===== src/rtl/seeprom_pkg.sv =====
package seeprom_pkg;

  localparam logic [15:0] IMAGE_SUM = 16'hBABA;

  typedef enum logic [1:0] {
    SOP_WREN  = 2'b00,
    SOP_WRITE = 2'b01,
    SOP_READ  = 2'b10
  } sop_t;

  // Serial frame, left aligned: start bit, opcode, address, optional data.
  function automatic logic [26:0] frame_bits(sop_t op, logic [7:0] addr,
                                             logic wide, logic [15:0] wd);
    if (wide) return {1'b1, op, addr, wd};
    return {1'b1, op, addr[5:0], wd, 2'b00};
  endfunction

  function automatic logic [4:0] frame_len(sop_t op, logic wide);
    logic [4:0] n;
    n = wide ? 5'd11 : 5'd9;
    if (op == SOP_WRITE) n = n + 5'd16;
    return n;
  endfunction

  // Low byte of each word goes out first.
  function automatic logic [47:0] station_addr(logic [15:0] a, logic [15:0] b,
                                               logic [15:0] c);
    return {a[7:0], a[15:8], b[7:0], b[15:8], c[7:0], c[15:8]};
  endfunction

endpackage


===== src/rtl/seeprom_tick.sv =====
module seeprom_tick #(
  parameter int DIV = 4
) (
  input  logic clk,
  input  logic rst_n,
  output logic tick
);
  localparam int CW = (DIV > 1) ? $clog2(DIV) : 1;
  logic [CW-1:0] cnt;

  always_ff @(posedge clk) begin
    if (!rst_n) begin
      cnt  <= '0;
      tick <= 1'b0;
    end else if (cnt == CW'(DIV - 1)) begin
      cnt  <= '0;
      tick <= 1'b1;
    end else begin
      cnt  <= cnt + 1'b1;
      tick <= 1'b0;
    end
  end
endmodule


===== src/rtl/seeprom_phy.sv =====
module seeprom_phy
  import seeprom_pkg::*;
#(
  parameter int DIV       = 4,
  parameter int TMO_TICKS = 1000
) (
  input  logic        clk,
  input  logic        rst_n,
  input  logic        tick,
  input  logic        start,
  input  sop_t        op,
  input  logic [7:0]  addr,
  input  logic        wide,
  input  logic [15:0] wdata,
  output logic        cs,
  output logic        sclk,
  output logic        di,
  input  logic        dout,
  output logic        done,
  output logic        tmo,
  output logic [15:0] rdata
);
  localparam int TW = $clog2(TMO_TICKS + 1);
  localparam int LW = $clog2(DIV + 1);

  typedef enum logic [2:0] {P_IDLE, P_GAP, P_SHIFT, P_RDIN, P_DROP, P_POLL, P_END} pst_t;

  pst_t          st;
  sop_t          cur;
  logic [26:0]   sh;
  logic [4:0]    left;
  logic [TW-1:0] wait_cnt;
  logic          fail;

  always_ff @(posedge clk) begin
    if (!rst_n) begin
      st <= P_IDLE; cur <= SOP_READ; sh <= '0; left <= '0; wait_cnt <= '0;
      fail <= 1'b0; cs <= 1'b0; sclk <= 1'b0; di <= 1'b0;
      done <= 1'b0; tmo <= 1'b0; rdata <= '0;
    end else begin
      done <= 1'b0;
      case (st)
        P_IDLE: if (start) begin
          cur  <= op;
          sh   <= frame_bits(op, addr, wide, wdata);
          left <= frame_len(op, wide);
          fail <= 1'b0;
          st   <= P_GAP;
        end
        P_GAP: if (tick) begin
          cs <= 1'b1; sclk <= 1'b0; di <= sh[26]; st <= P_SHIFT;
        end
        P_SHIFT: if (tick) begin
          if (!sclk) sclk <= 1'b1;
          else begin
            sclk <= 1'b0;
            if (left == 5'd1) begin
              di   <= 1'b0;
              left <= 5'd16;
              case (cur)
                SOP_READ:  st <= P_RDIN;
                SOP_WRITE: begin cs <= 1'b0; st <= P_DROP; end
                default:   begin cs <= 1'b0; st <= P_END; end
              endcase
            end else begin
              left <= left - 1'b1;
              sh   <= {sh[25:0], 1'b0};
              di   <= sh[25];
            end
          end
        end
        P_RDIN: if (tick) begin
          if (!sclk) begin
            sclk  <= 1'b1;
            rdata <= {rdata[14:0], dout};
          end else begin
            sclk <= 1'b0;
            if (left == 5'd1) begin cs <= 1'b0; st <= P_END; end
            else left <= left - 1'b1;
          end
        end
        P_DROP: if (tick) begin
          cs <= 1'b1; wait_cnt <= '0; st <= P_POLL;
        end
        P_POLL: if (tick) begin
          if (dout) begin cs <= 1'b0; st <= P_END; end
          else if (wait_cnt == TW'(TMO_TICKS - 1)) begin
            cs <= 1'b0; fail <= 1'b1; st <= P_END;
          end else wait_cnt <= wait_cnt + 1'b1;
        end
        P_END: if (tick) begin
          st <= P_IDLE; done <= 1'b1; tmo <= fail;
        end
        default: st <= P_IDLE;
      endcase
    end
  end

  // Clocks spent with chip select low, saturating; reset counts as a long gap.
  logic [LW-1:0] low_clks;
  always_ff @(posedge clk) begin
    if (!rst_n) low_clks <= LW'(DIV);
    else if (cs) low_clks <= '0;
    else if (low_clks != LW'(DIV)) low_clks <= low_clks + 1'b1;
  end

  a_r8_cs_gap: assert property (@(posedge clk) disable iff (!rst_n)
    $rose(cs) |-> (low_clks >= LW'(DIV)));
  a_r11_sclk_in_cs: assert property (@(posedge clk) disable iff (!rst_n)
    !cs |-> !sclk);
  a_r1_di_stable_high: assert property (@(posedge clk) disable iff (!rst_n)
    (sclk && $past(sclk)) |-> $stable(di));
  a_r5_poll_bound: assert property (@(posedge clk) disable iff (!rst_n)
    (st == P_POLL) |-> (wait_cnt < TW'(TMO_TICKS)));
endmodule


===== src/rtl/seeprom_ctrl.sv =====
module seeprom_ctrl
  import seeprom_pkg::*;
#(
  parameter int DIV       = 50,
  parameter int TMO_TICKS = 100000,
  parameter int WORDS     = 64
) (
  input  logic        clk,
  input  logic        rst_n,
  output logic        ee_cs,
  output logic        ee_sclk,
  output logic        ee_di,
  input  logic        ee_do,
  input  logic        req,
  input  logic [1:0]  req_op,
  input  logic [7:0]  req_addr,
  input  logic [15:0] req_wdata,
  output logic        busy,
  output logic        done,
  output logic        err,
  output logic [15:0] rdata,
  output logic        ready,
  output logic        addr_wide,
  output logic        sum_bad,
  output logic [47:0] station
);
  localparam int IW = $clog2(WORDS);

  typedef enum logic [2:0] {T_PROBE, T_PWAIT, T_LOAD, T_LWAIT, T_READY, T_HWAIT, T_REJ} tst_t;

  tst_t          st;
  logic [IW-1:0] widx;
  logic [15:0]   sum, w0, w1, w2;
  logic          wen_seen;
  sop_t          hop_q;

  logic          tick, ph_start, ph_done, ph_tmo;
  sop_t          hsop, ph_op;
  logic [7:0]    ph_addr;
  logic [15:0]   ph_rdata;

  // Host opcode decode: 01 write, 10 write-enable, anything else read.
  always_comb begin
    case (req_op)
      2'b01:   hsop = SOP_WRITE;
      2'b10:   hsop = SOP_WREN;
      default: hsop = SOP_READ;
    endcase
  end

  assign ph_start = (st == T_PROBE) || (st == T_LOAD) ||
                    ((st == T_READY) && req && !((hsop == SOP_WRITE) && !wen_seen));
  assign ph_op    = (st == T_READY) ? hsop : SOP_READ;
  assign ph_addr  = (st == T_READY) ? ((hsop == SOP_WREN) ? 8'hFF : req_addr)
                  : (st == T_LOAD)  ? 8'(widx) : 8'h00;
  assign busy     = (st != T_READY);

  seeprom_tick #(.DIV(DIV)) u_tick (.clk(clk), .rst_n(rst_n), .tick(tick));

  seeprom_phy #(.DIV(DIV), .TMO_TICKS(TMO_TICKS)) u_phy (
    .clk(clk), .rst_n(rst_n), .tick(tick), .start(ph_start), .op(ph_op),
    .addr(ph_addr), .wide(addr_wide), .wdata(req_wdata),
    .cs(ee_cs), .sclk(ee_sclk), .di(ee_di), .dout(ee_do),
    .done(ph_done), .tmo(ph_tmo), .rdata(ph_rdata));

  always_ff @(posedge clk) begin
    if (!rst_n) begin
      st <= T_PROBE; widx <= '0; sum <= '0; w0 <= '0; w1 <= '0; w2 <= '0;
      wen_seen <= 1'b0; hop_q <= SOP_READ; done <= 1'b0; err <= 1'b0;
      rdata <= '0; ready <= 1'b0; addr_wide <= 1'b0; sum_bad <= 1'b0;
      station <= '0;
    end else begin
      done <= 1'b0;
      case (st)
        T_PROBE: st <= T_PWAIT;
        T_PWAIT: if (ph_done) begin
          addr_wide <= (ph_rdata == 16'hFFFF);
          st        <= T_LOAD;
        end
        T_LOAD: st <= T_LWAIT;
        T_LWAIT: if (ph_done) begin
          sum <= sum + ph_rdata;
          if (widx == IW'(0)) w0 <= ph_rdata;
          if (widx == IW'(1)) w1 <= ph_rdata;
          if (widx == IW'(2)) w2 <= ph_rdata;
          if (widx == IW'(WORDS - 1)) begin
            ready <= 1'b1;
            st    <= T_READY;
            if (16'(sum + ph_rdata) == IMAGE_SUM) station <= station_addr(w0, w1, w2);
            else sum_bad <= 1'b1;
          end else begin
            widx <= widx + 1'b1;
            st   <= T_LOAD;
          end
        end
        T_READY: if (req) begin
          hop_q <= hsop;
          st    <= ((hsop == SOP_WRITE) && !wen_seen) ? T_REJ : T_HWAIT;
        end
        T_HWAIT: if (ph_done) begin
          done <= 1'b1;
          err  <= ph_tmo;
          if (hop_q == SOP_READ) rdata <= ph_rdata;
          if (hop_q == SOP_WREN) wen_seen <= 1'b1;
          st   <= T_READY;
        end
        T_REJ: begin
          done <= 1'b1; err <= 1'b1; st <= T_READY;
        end
        default: st <= T_PROBE;
      endcase
    end
  end

  a_r10_accept_busy: assert property (@(posedge clk) disable iff (!rst_n)
    (req && !busy) |=> busy);
  a_r10_done_not_busy: assert property (@(posedge clk) disable iff (!rst_n)
    done |-> !busy);
  a_r12_done_pulse: assert property (@(posedge clk) disable iff (!rst_n)
    done |=> !done);
  a_r9_write_gate: assert property (@(posedge clk) disable iff (!rst_n)
    (ph_start && (ph_op == SOP_WRITE)) |-> wen_seen);
  a_r7_zero_station: assert property (@(posedge clk) disable iff (!rst_n)
    sum_bad |-> (station == 48'd0));
  a_r6_station_hold: assert property (@(posedge clk) disable iff (!rst_n)
    ($past(ready) && ready) |-> $stable(station));
endmodule


===== config.mk =====
export PLATFORM = sky130hd
export DESIGN_NAME = seeprom_ctrl
export DESIGN_NICKNAME = d
export VERILOG_FILES = /design/src/rtl/seeprom_pkg.sv /design/src/rtl/seeprom_tick.sv /design/src/rtl/seeprom_phy.sv /design/src/rtl/seeprom_ctrl.sv
export SDC_FILE = /design/constraint.sdc
export NUM_CORES = 1
export LEC_CHECK = 0
export CAP_MARGIN = 20
export CORE_MARGIN = 3
export CORE_UTILIZATION = 64
export CTS_BUF_LIST = sky130_fd_sc_hd__clkbuf_16
export CTS_CLUSTER_DIAMETER = 100
export CTS_CLUSTER_SIZE = 10
export DETAILED_ROUTE_END_ITERATION = 16
export DONT_BUFFER_PORTS = 1
export GPL_ROUTABILITY_DRIVEN = 1
export HOLD_SLACK_MARGIN = 0.08
export PLACE_DENSITY_LB_ADDON = 0.25
export REMOVE_ABC_BUFFERS = 1
export SYNTH_ARGS = -nofsm -noshare
export SYNTH_HDL_FRONTEND = slang
export SYNTH_SLANG_ARGS = --single-unit
export TNS_END_PERCENT = 10

===== constraint.sdc =====
create_clock -name clk -period 3.4 [get_ports clk]
set_input_delay 0.34 -clock clk [delete_from_list [all_inputs] [get_ports clk]]
set_output_delay 0.34 -clock clk [all_outputs]
set_load 0.02 [all_outputs]

# Word-level counts from Yosys, hierarchy flattened

Cells that the tools add are included.

Memories kept: 0
Input port bits: 30
Bits in latches: 0
Bits in writable memories: 0
Bits in registers: 228
Output and inout bits: 73
ROM bits: 0

Equality and inequality tests: 52
Divide/modulo/power cells: 0
Multiply operators: 0
Mux-type cells: 85
Shifts and indexed selects: 0
Add/sub/neg operators: 6
$lt $le $gt $ge: 0
Bitwise operators: 4
Reduce and logical (&&, ||, !) cells: 49

Operators with widths:

| operator                                                                | count |
|---|---|
| 27-bit two-way mux                                                      | 6 |
| 17-bit two-way mux                                                      | 4 |
| 3-bit two-way mux                                                       | 18 |
| 27-bit one-hot mux with 2 select lines                                  | 1 |
| 3-bit one-hot mux with 7 select lines                                   | 2 |
| 5-bit two-way mux                                                       | 8 |
| 17-bit one-hot mux with 2 select lines                                  | 1 |
| 16-bit equality test, second input constant                             | 2 |
| 1-bit two-way mux                                                       | 30 |
| 3-bit AND reduction                                                     | 9 |
| 2-bit inequality test, second input constant                            | 13 |
| 2-bit by 1-bit inequality test with 1-bit output, second input constant | 10 |
| 3-bit equality test, second input constant                              | 6 |
| 17-bit by 1-bit adder with 17-bit output, second input constant         | 1 |
| 17-bit equality test, second input constant                             | 1 |
| 16-bit adder                                                            | 1 |
| 8-bit two-way mux                                                       | 2 |
| 4-bit AND reduction                                                     | 4 |
| 5-bit one-hot mux with 3 select lines                                   | 1 |
| 5-bit AND reduction                                                     | 3 |
| 2-bit AND reduction                                                     | 7 |
| 6-bit by 1-bit adder with 6-bit output, second input constant           | 2 |
| 3-bit by 2-bit equality test with 1-bit output, second input constant   | 4 |
| 6-bit equality test, second input constant                              | 2 |
| other kinds (30)                                                        | 58 |

# Depth between registers and ports, before layout

Gate-level depths: netlist of run 1.

Depth in word-level cells: 13
Gate-level depth with buffers: 13
Depth with buffers taken out: 11

# By module

Synthesis of run 1 repeated with hierarchy kept, for this count alone.

Cells, all modules: 1328
Area, all modules: 10865.4 µm²

By module, submodules not included:

| module       | cells an instance | instances | seq. area each (µm²) | area each (µm²) |
|---|---|---|---|---|
| seeprom_ctrl | 821               | 1         | 2902.8               | 6732.7 |
| seeprom_phy  | 480               | 1         | 1521.5               | 3847.4 |
| seeprom_tick | 27                | 1         | 140.1                | 285.3 |

# Worst setup path before layout of run 1

OpenSTA, ideal clock, no wires.

Path kind: register to register
Start: reg u_phy.rdata[1]
End: reg station[36]
Setup slack: 321 ps
Stages on the path, launching flop included: 14
Data required time: 3268 ps
Path buffers: 3
Setup time: 132 ps
Arrival time: 2946 ps
Cell sequence: dfxtp_1 -> clkbuf_1 -> inv_1 -> fa_1 -> nor2b_1 -> o31ai_4 -> a21oi_4 -> o21a_1 -> o221ai_2 -> or4_4 -> buf_6 -> buf_6 -> o31ai_1 -> a21oi_1

Cells in the longest elaborated chain, start to end: 3

Ends and longest elaborated chain:

| what                          | RTL line           | RTL |
|---|---|---|
| from (decl)                   | seeprom_phy.sv:21  | `output logic [15:0] rdata` |
| from (signal assigned)        | seeprom_phy.sv:75  | `rdata <= {rdata[14:0], dout};` |
| 16-bit adder                  | seeprom_ctrl.sv:89 | `if (16'(sum + ph_rdata) == IMAGE_SUM) station <= station_addr(w0, w1, w2);` |
| 16-bit equality test          | seeprom_ctrl.sv:89 |  |
| 4-bit AND reduction (no line) | --                 |  |
| to (signal assigned)          | seeprom_ctrl.sv:89 |  |
| to (decl)                     | seeprom_ctrl.sv:25 | `output logic [47:0] station` |

Every way passes these cells.
A chain may end at the register's enable or synchronous reset.

# Worst setup path in the final report of run 1

Start: reg sum[0]
End: reg station[43]

Cells in the longest elaborated chain, start to end: 3

Ends and longest elaborated chain:

| what                          | RTL line           | RTL |
|---|---|---|
| from (decl)                   | seeprom_ctrl.sv:33 | `logic [15:0] sum, w0, w1, w2;` |
| from (signal assigned)        | seeprom_ctrl.sv:82 | `sum <= sum + ph_rdata;` |
| 16-bit adder                  | seeprom_ctrl.sv:89 |  |
| 16-bit equality test          | seeprom_ctrl.sv:89 |  |
| 4-bit AND reduction (no line) | --                 |  |

Every way passes these cells.

==> results of run 1 <==
-- synth_stat cells, types with 4 or more instances --
| cell | number |
|---|---|
| sky130_fd_sc_hd__a211oi_1 | 27 |
| sky130_fd_sc_hd__a21o_1 | 4 |
| sky130_fd_sc_hd__a21oi_1 | 218 |
| sky130_fd_sc_hd__a31oi_1 | 7 |
| sky130_fd_sc_hd__and2_1 | 15 |
| sky130_fd_sc_hd__and3_1 | 8 |
| sky130_fd_sc_hd__buf_1 | 4 |
| sky130_fd_sc_hd__buf_2 | 8 |
| sky130_fd_sc_hd__clkbuf_1 | 87 |
| sky130_fd_sc_hd__dfxtp_1 | 228 |
| sky130_fd_sc_hd__ha_1 | 27 |
| sky130_fd_sc_hd__inv_1 | 21 |
| sky130_fd_sc_hd__mux2i_1 | 28 |
| sky130_fd_sc_hd__nand2_1 | 226 |
| sky130_fd_sc_hd__nand2b_1 | 13 |
| sky130_fd_sc_hd__nand3_1 | 20 |
| sky130_fd_sc_hd__nand3b_1 | 4 |
| sky130_fd_sc_hd__nand4_1 | 66 |
| sky130_fd_sc_hd__nor2_1 | 126 |
| sky130_fd_sc_hd__nor2b_1 | 7 |
| sky130_fd_sc_hd__nor3_1 | 12 |
| sky130_fd_sc_hd__nor4_1 | 4 |
| sky130_fd_sc_hd__o211ai_1 | 5 |
| sky130_fd_sc_hd__o21a_1 | 10 |
| sky130_fd_sc_hd__o21ai_0 | 33 |
| sky130_fd_sc_hd__o31ai_1 | 40 |
| sky130_fd_sc_hd__o31ai_2 | 9 |
| sky130_fd_sc_hd__or3_1 | 10 |
| sky130_fd_sc_hd__xnor2_1 | 11 |
| sky130_fd_sc_hd__xor2_1 | 14 |
-- power by group --
| group | leakage, uW | switching (uW) | internal, uW |
|---|---|---|---|
| logic | 0.00178 | 351 | 179 |
| registers | 0.00184 | 85.9 | 2760 |
| clock network | 0.000334 | 990 | 1380 |
| total | 0.00395 | 1430 | 4320 |
-- flip-flops by register name (all words and copies together) (netlist names), 2 cells and up --
signal / cells
u_phy.rdata: 16
w1: 16
rdata: 16
hop_q: 2
u_tick.cnt: 6
widx: 6
u_phy.wait_cnt: 17
w0: 16
sum: 16
u_phy.cur: 2
u_phy.left: 5
st: 3
station: 48
w2: 16
u_phy.st: 3
u_phy.sh: 27
-- critical path, delay by kind of cell (launching register included) --
kind	cells	cell delay, ns
DFF	1	0.33
buffers and inverters	2	0.25
adders and majority gates	2	0.57
AOI/OAI and AO/OA	2	0.40
xor gates and xnor gates	1	0.16
and+or+nand+nor	4	1.39
-- final cells by class --
| cell class | count | share of cell area, % |
|---|---|---|
| clock buffer | 27 | 5.79 |
| sequential | 228 | 39.1 |
| multi-input combinational | 993 | 48.8 |
| inverter | 23 | 0.783 |
| clock inverter | 1 | 0.0322 |
| timing repair buffer | 39 | 3.18 |
| tap | 216 | 2.32 |
-- repair_timing --
item / 4_1_cts / 5_1_grt
hold endpoints to repair: 19 / 0
endpoints found under the setup margin: 0 / 48
hold buffers: 5 / 0
resized for setup: 0 / 7
-- through the flow --
step           setup WS, ns  util (%)
5_1_grt             0.00545      72.4
6_report              0.144      72.4
2_1_floorplan         -1.05         -
4_1_cts               0.114      72.0
3_5_place_dp          0.152      67.5
3_3_place_gp          0.198      67.5
-- logic make-up (layout without fill, tap and decap cells) --
| family | Yosys count | after routing | share of synthesized area [%] |
|---|---|---|---|
| buf+inv | 125 | 90 | 4.69 |
| xor+xnor | 25 | 25 | 2.04 |
| mux | 28 | 28 | 2.62 |
| simple gates | 527 | 527 | 22.6 |
| fa+ha+maj | 28 | 28 | 3.34 |
| compound gates | 385 | 385 | 22.1 |
| flops | 228 | 228 | 42.6 |
-- metal layers --
metal,up-vias,share of wire [%]
met5,-,0
met4,0,2.4
met3,62,9.7
met2,372,47
met1,4513,41
li1,4663,-
-- cell usage in the layout, fill, tap and decap left out, types with 28 or more instances in the layout --
| master | instances |
|---|---|
| sky130_fd_sc_hd__o21ai_0 | 33 |
| sky130_fd_sc_hd__dfxtp_1 | 227 |
| sky130_fd_sc_hd__nand4_1 | 66 |
| sky130_fd_sc_hd__a21oi_1 | 218 |
| sky130_fd_sc_hd__nor2_1 | 125 |
| sky130_fd_sc_hd__buf_4 | 28 |
| sky130_fd_sc_hd__nand2_1 | 225 |
| sky130_fd_sc_hd__mux2i_1 | 28 |
| sky130_fd_sc_hd__o31ai_1 | 37 |
-- worst min-delay path by stage --
stage	from	end	slack (ns)	cells after the start
finish	req_wdata[1]	u_phy.sh[1]	0.16	4
global route	ee_do	u_phy.wait_cnt[0]	0.20	4
CTS	req_wdata[1]	u_phy.sh[1]	0.15	4
detailed placement	rst_n	hop_q[1]	0.42	1
global placement	rst_n	hop_q[1]	0.42	1
floorplan	rst_n	hop_q[1]	0.41	1
==> results_tabular.tex, run 1 <==
\begin{tabular}{lr}
\hline
Metric & Value \\
\hline
\multicolumn{2}{l}{\textbf{Outcome}} \\
Outcome & completed \\
\multicolumn{2}{l}{\textbf{Floorplanning}} \\
Overall die width & 135 microns \\
Height of the chip & 135 microns \\
Placeable core region & 0.0161 sq mm \\
Die footprint & 0.0183 sq mm \\
Standard-cell rows & 46 \\
Initial cell density of the core & 66.4\% \\
Ports placed on the boundary & 103 \\
\multicolumn{2}{l}{\textbf{Worst setup path}} \\
Capture point of the worst reg-to-reg path & station[43] \\
Sort of element at the start of the critical path & flop \\
Beginning of the worst register-to-register path & sum[0] \\
Minimum setup slack among reg-to-reg paths & 0.14 ns \\
Critical path class & reg2reg \\
Largest fanout of any net on the critical path & 26 \\
Critical path destination & station[43] \\
Data arrival at the endpoint of the critical path & 3.63 ns \\
Maximum single-stage delay on the critical path & 0.50 ns \\
Sort of element at the end of the critical path & flop \\
Required time at the endpoint of the critical path & 3.77 ns \\
CP startpoint & sum[0] \\
Count of cells along the worst register-to-register path & 11 \\
Critical-path cell list & ha\_1, inv\_1, fa\_1, xnor2\_1, or3\_1, nor4\_2, nand4\_1, or4\_4, buf\_6, o31ai\_1, a21oi\_1 \\
Max stage delay cell, worst path & sky130\_fd\_sc\_hd\_\_or4\_4 \\
\multicolumn{2}{l}{\textbf{Power}} \\
Total power consumption of the routed design & 5740 uW \\
Total leakage power & 0.00395 uW \\
PwrDens & 492 mW/mm\^{}2 \\
Maximum resistive drop on vdd & 0.475 mV \\
\multicolumn{2}{l}{\textbf{Placed design}} \\
Count of input and output buffers & 0 \\
Dpl hpwl & 16,800 microns \\
Post-Place Cell Area & 0.0109 sq mm \\
Count of placed standard cells including taps & 1,493 \\
Final weighted congestion of routability-driven global placement & 0.858 \\
\multicolumn{2}{l}{\textbf{Flow run}} \\
Number of max-cap violations & 0 \\
\multicolumn{2}{l}{\textbf{STA}} \\
Remaining max-slew budget at the tightest pin & 32.8\% \\
Total of endpoints with negative setup slack in the final report & 0 \\
Worst Max-Slew Pin Slew & 1.00 ns \\
Final slew viol count & 0 \\
Setup tns final & 0 ns \\
Final period demand of the worst path & 3.26 ns \\
Clock Skews & 0.00901 ns \\
RSZ-0062 raised after global routing & no \\
Post-Route Hold Slack & 0.162 ns \\
Period Utilization, post-route & 95.8\% \\
Final number of hold-violating endpoints & 0 \\
Achievable frequency & 307 MHz \\
\multicolumn{2}{l}{\textbf{Logic synthesis}} \\
Post-Syn Instances & 1,346 \\
Post-synth top area share & 42.6\% \\
Sequential share of the synthesized area & 42.6\% \\
Synthesis Warnings & 0 \\
Number of unique standard cell types used by synthesis & 66 \\
Count of flip-flops with a built-in enable after synthesis & 0 \\
Cell accounting for the most synthesized area & sky130\_fd\_sc\_hd\_\_dfxtp\_1 \\
Most area-consuming cells after synthesis & sky130\_fd\_sc\_hd\_\_dfxtp\_1, sky130\_fd\_sc\_hd\_\_a21oi\_1, sky130\_fd\_sc\_hd\_\_nand2\_1 \\
Cell Area, Synth & 0.0107 sq mm \\
Average footprint of a synthesized cell & 7.96 sq um \\
Async set-or-reset flop fraction in the synthesized netlist & 0\% \\
Most instantiated flip-flop cell in the synthesis netlist & sky130\_fd\_sc\_hd\_\_dfxtp\_1 \\
Register bit total from synthesis & 228 \\
\multicolumn{2}{l}{\textbf{Routing}} \\
Average vias per placed instance & 6.29 \\
Number of DRC markers in iteration 0 & 796 \\
Routed wirelength normalized by instance count & 17.6 microns \\
Via count & 9,610 \\
DRC errors left & 0 \\
First-pass iteration count of the detailed router & 5 \\
Post-DRT Antenna Nets & 0 \\
Wirelength, routed & 26,800 microns \\
\multicolumn{2}{l}{\textbf{Global route}} \\
Global-route wire length before repair & 44,100 microns \\
Overall overflow remaining after global route & 0 \\
Met1 Use GR & 38.2\% \\
Pin count of the biggest net entering global routing & 102 \\
Vias in the first global route & 8,892 \\
Number of antenna violations at the first check in global routing & 0 \\
GR met2 Demand/Resource & 46.9\% \\
Global routing's busiest layer & met2 \\
Global-route total usage across every layer & 28.6\% \\
Routing usage on met3 & 6.61\% \\
\multicolumn{2}{l}{\textbf{Cells and area}} \\
Fraction of layout instances using a drive strength above 1 & 7.40\% \\
Number of filler instances in the final layout & 1,266 \\
ANT cells & 0 \\
Nets@finish & 1,369 \\
Final instance area & 0.0117 sq mm \\
Count of placed standard cells in the final layout, fillers left out & 1,527 \\
Area occupied by multi-input gates & 0.00569 sq mm \\
FF/Latch Area & 0.00457 sq mm \\
Area Growth Syn to Fin & 8.93\% \\
\multicolumn{2}{l}{\textbf{Clock network}} \\
Clock root cell & sky130\_fd\_sc\_hd\_\_clkbuf\_16 \\
CTS clock-pin slew for the worst setup and hold paths & 0.06 ns \\
Clock latency on the worst-skew pair & 0.51 ns \\
CTS H-Tree Depth & 1 \\
Number of buffers inserted by post-CTS setup repair & 0 \\
Clock tree from TritonCTS & yes \\
Num Clock Sinks & 228 \\
Clock buffer count from CTS & 26 \\
Clock Path Buffers & 3 \\
\multicolumn{2}{l}{\textbf{Min path}} \\
Worst hold-check path type & in2reg \\
\hline
\end{tabular}
No activity file was read; power rests on OpenSTA's default activity.
==> inputs of run 2 (changes only) <==
--- a/config.mk
+++ b/config.mk
@@ -6,6 +6,7 @@
 export NUM_CORES = 1
 export LEC_CHECK = 0
 export CAP_MARGIN = 20
+export CORE_ASPECT_RATIO = 1.25
 export CORE_MARGIN = 3
 export CORE_UTILIZATION = 64
 export CTS_BUF_LIST = sky130_fd_sc_hd__clkbuf_16
@@ -15,6 +16,7 @@
 export DONT_BUFFER_PORTS = 1
 export GPL_ROUTABILITY_DRIVEN = 1
 export HOLD_SLACK_MARGIN = 0.08
+export MAX_ROUTING_LAYER = met4
 export PLACE_DENSITY_LB_ADDON = 0.25
 export REMOVE_ABC_BUFFERS = 1
 export SYNTH_ARGS = -nofsm -noshare
==> run 2 against run 1 <==
Sequential power barely moved. Final area grew 0.31%. Sequential share of layout area shrank 0.12 points. Largest cell class unchanged. Clock power about the same. Register-to-register slack about the same. Combinational power grew 3%. Via count up 0.29%. Global-route usage up 0.93 points. Critical endpoint is now station[6]. Final cell count is 0.52% higher. Count of clock-buffer cells in the layout decreased by 1. Die area about the same. Critical path depth stayed put. Critical path type unchanged.
==> results_tabular.tex, run 2 (synthesis gave the netlist of run 1 again) <==
\begin{tabular}{lr}
\hline
Metric & Value \\
\hline
\multicolumn{2}{l}{\textbf{Worst setup path}} \\
Family with the most delay on the worst path & simple AND/OR/NAND/NOR gates \\
Maximum single-stage delay on the critical path & 0.48 ns \\
Minimum setup slack among reg-to-reg paths & 0.14 ns \\
Sort of element at the end of the critical path & flop \\
Buffers and inverters on the worst path & 2 \\
Sort of element at the start of the critical path & flop \\
Capture point of the worst reg-to-reg path & station[6] \\
Max stage delay cell, worst path & sky130\_fd\_sc\_hd\_\_or4\_4 \\
Beginning of the worst register-to-register path & sum[0] \\
Critical-path cell list & ha\_1, inv\_1, fa\_1, xnor2\_1, or3\_1, nor4\_2, nand4\_1, or4\_4, buf\_12, o31ai\_1, a21oi\_1 \\
Required time at the endpoint of the critical path & 3.79 ns \\
Count of cells along the worst register-to-register path & 11 \\
Largest fanout of any net on the critical path & 34 \\
Critical path class & reg2reg \\
Data arrival at the endpoint of the critical path & 3.65 ns \\
\multicolumn{2}{l}{\textbf{Clock network}} \\
Clock tree from TritonCTS & yes \\
Clock Path Buffers & 3 \\
Clock buffer count from CTS & 26 \\
Clock root cell & sky130\_fd\_sc\_hd\_\_clkbuf\_16 \\
Num Clock Sinks & 228 \\
CTS H-Tree Depth & 1 \\
Clock latency on the worst-skew pair & 0.53 ns \\
CTS clock-pin slew for the worst setup and hold paths & 0.06 ns \\
\multicolumn{2}{l}{\textbf{Power}} \\
Combinational share of power & 9.5\% \\
PwrDens & 490 mW/mm\^{}2 \\
Maximum resistive drop on vdd & 0.424 mV \\
Internal power & 4290 uW \\
Clock network fraction of design power & 41.0\% \\
Portion of total power attributed to sequential cells & 49.4\% \\
Share of total power consumed by net switching & 25.1\% \\
Psw & 1440 uW \\
Total leakage power & 0.00398 uW \\
\multicolumn{2}{l}{\textbf{Cells and area}} \\
FF/Latch Area & 0.00457 sq mm \\
Commonest cells after routing, fill and taps aside & sky130\_fd\_sc\_hd\_\_dfxtp\_1, sky130\_fd\_sc\_hd\_\_nand2\_1, sky130\_fd\_sc\_hd\_\_a21oi\_1 \\
Number of filler instances in the final layout & 1,271 \\
Area Growth Syn to Fin & 9.27\% \\
Fraction of layout instances using a drive strength above 1 & 7.73\% \\
Final cell utilization of the core & 71.6\% \\
Most common cell after layout, fill and taps aside & sky130\_fd\_sc\_hd\_\_dfxtp\_1 \\
Max reg flops & 48 \\
Count of placed standard cells in the final layout, fillers left out & 1,535 \\
Area occupied by multi-input gates & 0.00567 sq mm \\
Biggest regs & station x48, u\_phy.sh x27, u\_phy.wait\_cnt x17 \\
Final instance area & 0.0117 sq mm \\
Largest Register & station \\
ANT cells & 0 \\
Nets@finish & 1,377 \\
\multicolumn{2}{l}{\textbf{STA}} \\
Clock Skews & 0.0176 ns \\
Period Utilization, post-route & 95.8\% \\
Achievable frequency & 307 MHz \\
Remaining max-slew budget at the tightest pin & 32.2\% \\
Worst Max-Slew Pin Slew & 1.01 ns \\
Final period demand of the worst path & 3.26 ns \\
Total of endpoints with negative setup slack in the final report & 0 \\
Setup tns final & 0 ns \\
Final slew viol count & 0 \\
Final number of hold-violating endpoints & 0 \\
\multicolumn{2}{l}{\textbf{Routing}} \\
Routed wirelength normalized by instance count & 17.6 microns \\
Average vias per placed instance & 6.28 \\
Number of DRC markers in iteration 0 & 921 \\
First-pass iteration count of the detailed router & 5 \\
Via count & 9,638 \\
Post-DRT Antenna Nets & 0 \\
Wirelength, routed & 27,000 microns \\
DRC errors left & 0 \\
\multicolumn{2}{l}{\textbf{Floorplanning}} \\
Standard-cell rows & 52 \\
Placeable core region & 0.0163 sq mm \\
Ports placed on the boundary & 103 \\
Overall die width & 122 microns \\
Initial cell density of the core & 65.6\% \\
Die footprint & 0.0183 sq mm \\
Height of the chip & 151 microns \\
\multicolumn{2}{l}{\textbf{Min path}} \\
Hold path cells & 4 \\
Min-Delay Startpoint & req\_wdata[1] \\
Worst hold-check path type & in2reg \\
Sink of the worst hold path & u\_phy.sh[1] \\
\multicolumn{2}{l}{\textbf{Placed design}} \\
Dpl hpwl & 16,900 microns \\
Count of placed standard cells including taps & 1,501 \\
Post-Place Cell Area & 0.0109 sq mm \\
Count of input and output buffers & 0 \\
Final weighted congestion of routability-driven global placement & 0.945 \\
\multicolumn{2}{l}{\textbf{Global route}} \\
Overall overflow remaining after global route & 0 \\
Pin count of the biggest net entering global routing & 103 \\
Number of antenna violations at the first check in global routing & 0 \\
Global-route wire length before repair & 44,200 microns \\
Global-route total usage across every layer & 29.5\% \\
Vias in the first global route & 9,146 \\
\multicolumn{2}{l}{\textbf{Outcome}} \\
Outcome & completed \\
\multicolumn{2}{l}{\textbf{Flow run}} \\
Number of max-cap violations & 0 \\
\hline
\end{tabular}
-- run 2: cell count changes in the layout (fill, tap and decap cells not counted) --
| cell | previous run | this run |
|---|---|---|
| sky130_fd_sc_hd__buf_16 | 1 | 0 |
| sky130_fd_sc_hd__buf_6 | 2 | 0 |
| sky130_fd_sc_hd__clkbuf_16 | 27 | 26 |
| sky130_fd_sc_hd__clkinv_8 | 0 | 1 |
| sky130_fd_sc_hd__o31ai_2 | 12 | 10 |
| sky130_fd_sc_hd__o31ai_1 | 37 | 39 |
| sky130_fd_sc_hd__nor2b_2 | 1 | 0 |
| sky130_fd_sc_hd__buf_4 | 28 | 37 |
| sky130_fd_sc_hd__nor2b_1 | 6 | 7 |
| sky130_fd_sc_hd__buf_12 | 3 | 5 |
-- run 2: timing repair --
item / 4_1_cts / 5_1_grt
buffers inserted: 0 / 0
gates resized for setup: 0 / 2
endpoints found under the hold margin: 19 / 0
setup endpoints to repair: 0 / 21
hold buffers: 5 / 0
-- run 2: worst max-delay path by stage --
stage,from,end,depth (start not counted)
after floorplan,u_phy.rdata[0],sum_bad,11
after global placement,sum[0],sum_bad,11
after detailed placement,sum[0],sum_bad,11
after CTS,sum[0],station[22],11
after global routing,sum[0],station[6],11
final,sum[0],station[6],11
-- run 2: power by group through the flow --
stage	combinational, uW	sequential [uW]	clock, uW
floorplan	401	2870	0
global placement	522	2880	0
detailed placement	531	2880	0
CTS	544	2830	2380
global route	628	2840	2490
finish	546	2830	2350
-- run 2: through the flow --
step | hold slack, ns | total power (uW) | setup WS (ns)
2_1_floorplan | 0.412 | 3270 | -1.05
3_3_place_gp | 0.416 | 3400 | 0.225
3_5_place_dp | 0.420 | 3410 | 0.138
4_1_cts | 0.120 | 5750 | 0.0955
5_1_grt | 0.171 | 5960 | -0.0299
6_report | 0.132 | 5730 | 0.141
-- run 2: layout make-up --
| class | instances | share of cell area (%) |
|---|---|---|
| Clock buffer | 26 | 5.56 |
| Clock inverter | 2 | 0.171 |
| Inverter | 23 | 0.781 |
| Multi-Input combinational cell | 993 | 48.5 |
| Sequential cell | 228 | 39.0 |
| Tap cell | 216 | 2.31 |
| Timing Repair Buffer | 47 | 3.66 |
-- run 2: per-layer routing --
metal	vias up	GRT usage, %	wire length (microns)
met2	389	47.4	13000
met4	0	11.0	873
met5	-	-	0
met1	4475	36.9	10800
met3	83	5.94	2340
li1	4691	-	-
-- run 2: tightest hold or removal path, cell delays in order --
cell and delay, ns:
sky130_fd_sc_hd__nand3_1 0.06, sky130_fd_sc_hd__a21oi_1 0.06, sky130_fd_sc_hd__a21oi_1 0.11, sky130_fd_sc_hd__nor2_1 0.04
==> inputs of run 3 (changes only) <==
--- a/config.mk
+++ b/config.mk
@@ -18,7 +18,6 @@
 export HOLD_SLACK_MARGIN = 0.08
 export MAX_ROUTING_LAYER = met4
 export PLACE_DENSITY_LB_ADDON = 0.25
-export REMOVE_ABC_BUFFERS = 1
 export SYNTH_ARGS = -nofsm -noshare
 export SYNTH_HDL_FRONTEND = slang
 export SYNTH_SLANG_ARGS = --single-unit
==> run 3 against run 2 <==
Global-route usage down 0.33 points. Flip-flop and latch count is the same. Hold slack improved by 0.043 ns. Clock skew fell by 0.0021 ns. Non-clock buffer count is 8 lower. Largest cell class unchanged.
==> results_tabular.tex, run 3 (synthesis gave the netlist of run 1 again) <==
\begin{tabular}{lr}
\hline
Metric & Value \\
\hline
\multicolumn{2}{l}{\textbf{Floorplanning}} \\
Initial cell density of the core & 65.6\% \\
Standard-cell rows & 52 \\
Height of the chip & 151 microns \\
Ports placed on the boundary & 103 \\
Overall die width & 122 microns \\
Placeable core region & 0.0163 sq mm \\
Die footprint & 0.0183 sq mm \\
\multicolumn{2}{l}{\textbf{Cells and area}} \\
Area Growth Syn to Fin & 8.72\% \\
ANT cells & 0 \\
Commonest cells after routing, fill and taps aside & sky130\_fd\_sc\_hd\_\_dfxtp\_1, sky130\_fd\_sc\_hd\_\_nand2\_1, sky130\_fd\_sc\_hd\_\_a21oi\_1 \\
Most common cell after layout, fill and taps aside & sky130\_fd\_sc\_hd\_\_dfxtp\_1 \\
Biggest regs & station x48, u\_phy.sh x27, u\_phy.wait\_cnt x17 \\
Fraction of layout instances using a drive strength above 1 & 7.15\% \\
Nets@finish & 1,372 \\
Largest Register & station \\
Max reg flops & 48 \\
Final cell utilization of the core & 71.3\% \\
\multicolumn{2}{l}{\textbf{Flow run}} \\
Number of max-cap violations & 0 \\
\multicolumn{2}{l}{\textbf{Worst setup path}} \\
Buffers and inverters on the worst path & 2 \\
Data arrival at the endpoint of the critical path & 3.69 ns \\
Maximum single-stage delay on the critical path & 0.66 ns \\
Critical path class & reg2reg \\
Critical-path cell list & ha\_1, inv\_1, fa\_1, xnor2\_1, or3\_1, nor4\_1, nand4\_1, buf\_4, or4\_4, o31ai\_1, a21oi\_1 \\
Largest fanout of any net on the critical path & 12 \\
Sort of element at the start of the critical path & flop \\
Max stage delay cell, worst path & sky130\_fd\_sc\_hd\_\_or4\_4 \\
Sort of element at the end of the critical path & flop \\
Family with the most delay on the worst path & simple AND/OR/NAND/NOR gates \\
Required time at the endpoint of the critical path & 3.78 ns \\
\multicolumn{2}{l}{\textbf{Global route}} \\
Vias in the first global route & 9,050 \\
Global-route wire length before repair & 43,600 microns \\
Global routing's busiest layer & met2 \\
Overall overflow remaining after global route & 0 \\
Number of antenna violations at the first check in global routing & 0 \\
Met1 Use GR & 35.8\% \\
Routing usage on met3 & 5.19\% \\
Global-route total usage across every layer & 29.2\% \\
Pin count of the biggest net entering global routing & 88 \\
GR met2 Demand/Resource & 48.0\% \\
\multicolumn{2}{l}{\textbf{Clock network}} \\
CTS H-Tree Depth & 1 \\
CTS clock-pin slew for the worst setup and hold paths & 0.06 ns \\
Clock buffer count from CTS & 26 \\
Clock tree from TritonCTS & yes \\
Clock latency on the worst-skew pair & 0.52 ns \\
Clock root cell & sky130\_fd\_sc\_hd\_\_clkbuf\_16 \\
Num Clock Sinks & 228 \\
Clock Path Buffers & 3 \\
\multicolumn{2}{l}{\textbf{Outcome}} \\
Outcome & completed \\
\multicolumn{2}{l}{\textbf{Routing}} \\
Number of DRC markers in iteration 0 & 837 \\
First-pass iteration count of the detailed router & 5 \\
DRC errors left & 0 \\
Average vias per placed instance & 6.33 \\
Via count & 9,688 \\
Routed wirelength normalized by instance count & 17.7 microns \\
Wirelength, routed & 27,100 microns \\
Post-DRT Antenna Nets & 0 \\
\multicolumn{2}{l}{\textbf{STA}} \\
Final slew viol count & 0 \\
Worst Max-Slew Pin Slew & 1.04 ns \\
Final period demand of the worst path & 3.32 ns \\
Final number of hold-violating endpoints & 0 \\
Achievable frequency & 301 MHz \\
Clock Skews & 0.0155 ns \\
Remaining max-slew budget at the tightest pin & 29.9\% \\
Setup tns final & 0 ns \\
Total of endpoints with negative setup slack in the final report & 0 \\
Period Utilization, post-route & 97.6\% \\
\multicolumn{2}{l}{\textbf{Placed design}} \\
Count of input and output buffers & 0 \\
Dpl hpwl & 16,900 microns \\
Final weighted congestion of routability-driven global placement & 0.932 \\
\multicolumn{2}{l}{\textbf{Power}} \\
Maximum resistive drop on vdd & 0.415 mV \\
PwrDens & 493 mW/mm\^{}2 \\
Total leakage power & 0.00394 uW \\
\multicolumn{2}{l}{\textbf{Logic synthesis}} \\
Synthesized Nets & 1,404 \\
\multicolumn{2}{l}{\textbf{Min path}} \\
Worst hold-check path type & in2reg \\
\hline
\end{tabular}
## run 3: final timing paths
check | slack [ns] | depth (start not counted) | to | start
setup / recovery | 0.08 | 11 | station[18] | sum[0]
hold / removal | 0.17 | 2 | sum[3] | rst_n
setup reg to reg | 0.08 | 11 | station[18] | sum[0]
hold reg to reg | 0.45 | 2 | w0[3] | w0[3]
## run 3: routing by layer
| metal | part of all wire, % | vias to the layer above |
|---|---|---|
| li1 | - | 4705 |
| met1 | 39 | 4515 |
| met2 | 49 | 385 |
| met3 | 8.2 | 83 |
| met4 | 3.7 | 0 |
| met5 | 0 | - |
## run 3: layout make-up
cell class	instances	area, sq um
Clock buffer	27	676
Tap cell	216	270
Timing Repair Buffer	39	343
Fill cell	1286	4690
Multi-Input combinational cell	996	5690
Sequential cell	228	4570
Clock inverter	1	3.75
Inverter	23	91.3
## run 3: report_power, final
group	internal (uW)	switching [uW]
Combinational	180	345
Clock	1380	990
Sequential	2760	82.5
Total	4320	1420
## run 3: worst register-to-register path: stages, from the launching register on
cell and delay (ns):
sky130_fd_sc_hd__dfxtp_1 0.33, sky130_fd_sc_hd__ha_1 0.17, sky130_fd_sc_hd__inv_1 0.05, sky130_fd_sc_hd__fa_1 0.39
sky130_fd_sc_hd__xnor2_1 0.17, sky130_fd_sc_hd__or3_1 0.34, sky130_fd_sc_hd__nor4_1 0.30, sky130_fd_sc_hd__nand4_1 0.11
sky130_fd_sc_hd__buf_4 0.19, sky130_fd_sc_hd__or4_4 0.66, sky130_fd_sc_hd__o31ai_1 0.34, sky130_fd_sc_hd__a21oi_1 0.13
## run 3: timing repair
item	CTS	global route
hold buffers	5	0
setup buffers	0	1
endpoints found under the setup margin	0	45
resized for setup	0	3
endpoints found under the hold margin	19	0
## run 3: metrics by stage
stage | power [uW] | std cells | instance area [sq um] | setup slack [ns] | hold slack [ns]
4_1_cts | 5770 | 1526 | 11600 | 0.0837 | 0.166
3_5_place_dp | 3400 | 1493 | 10900 | 0.139 | 0.429
5_1_grt | 5970 | 1530 | 11600 | -0.0384 | 0.199
3_3_place_gp | 3390 | 1493 | 10900 | 0.218 | 0.421
6_report | 5730 | 1530 | 11600 | 0.0831 | 0.174
2_1_floorplan | 3310 | 1346 | 10700 | 0.321 | 0.431
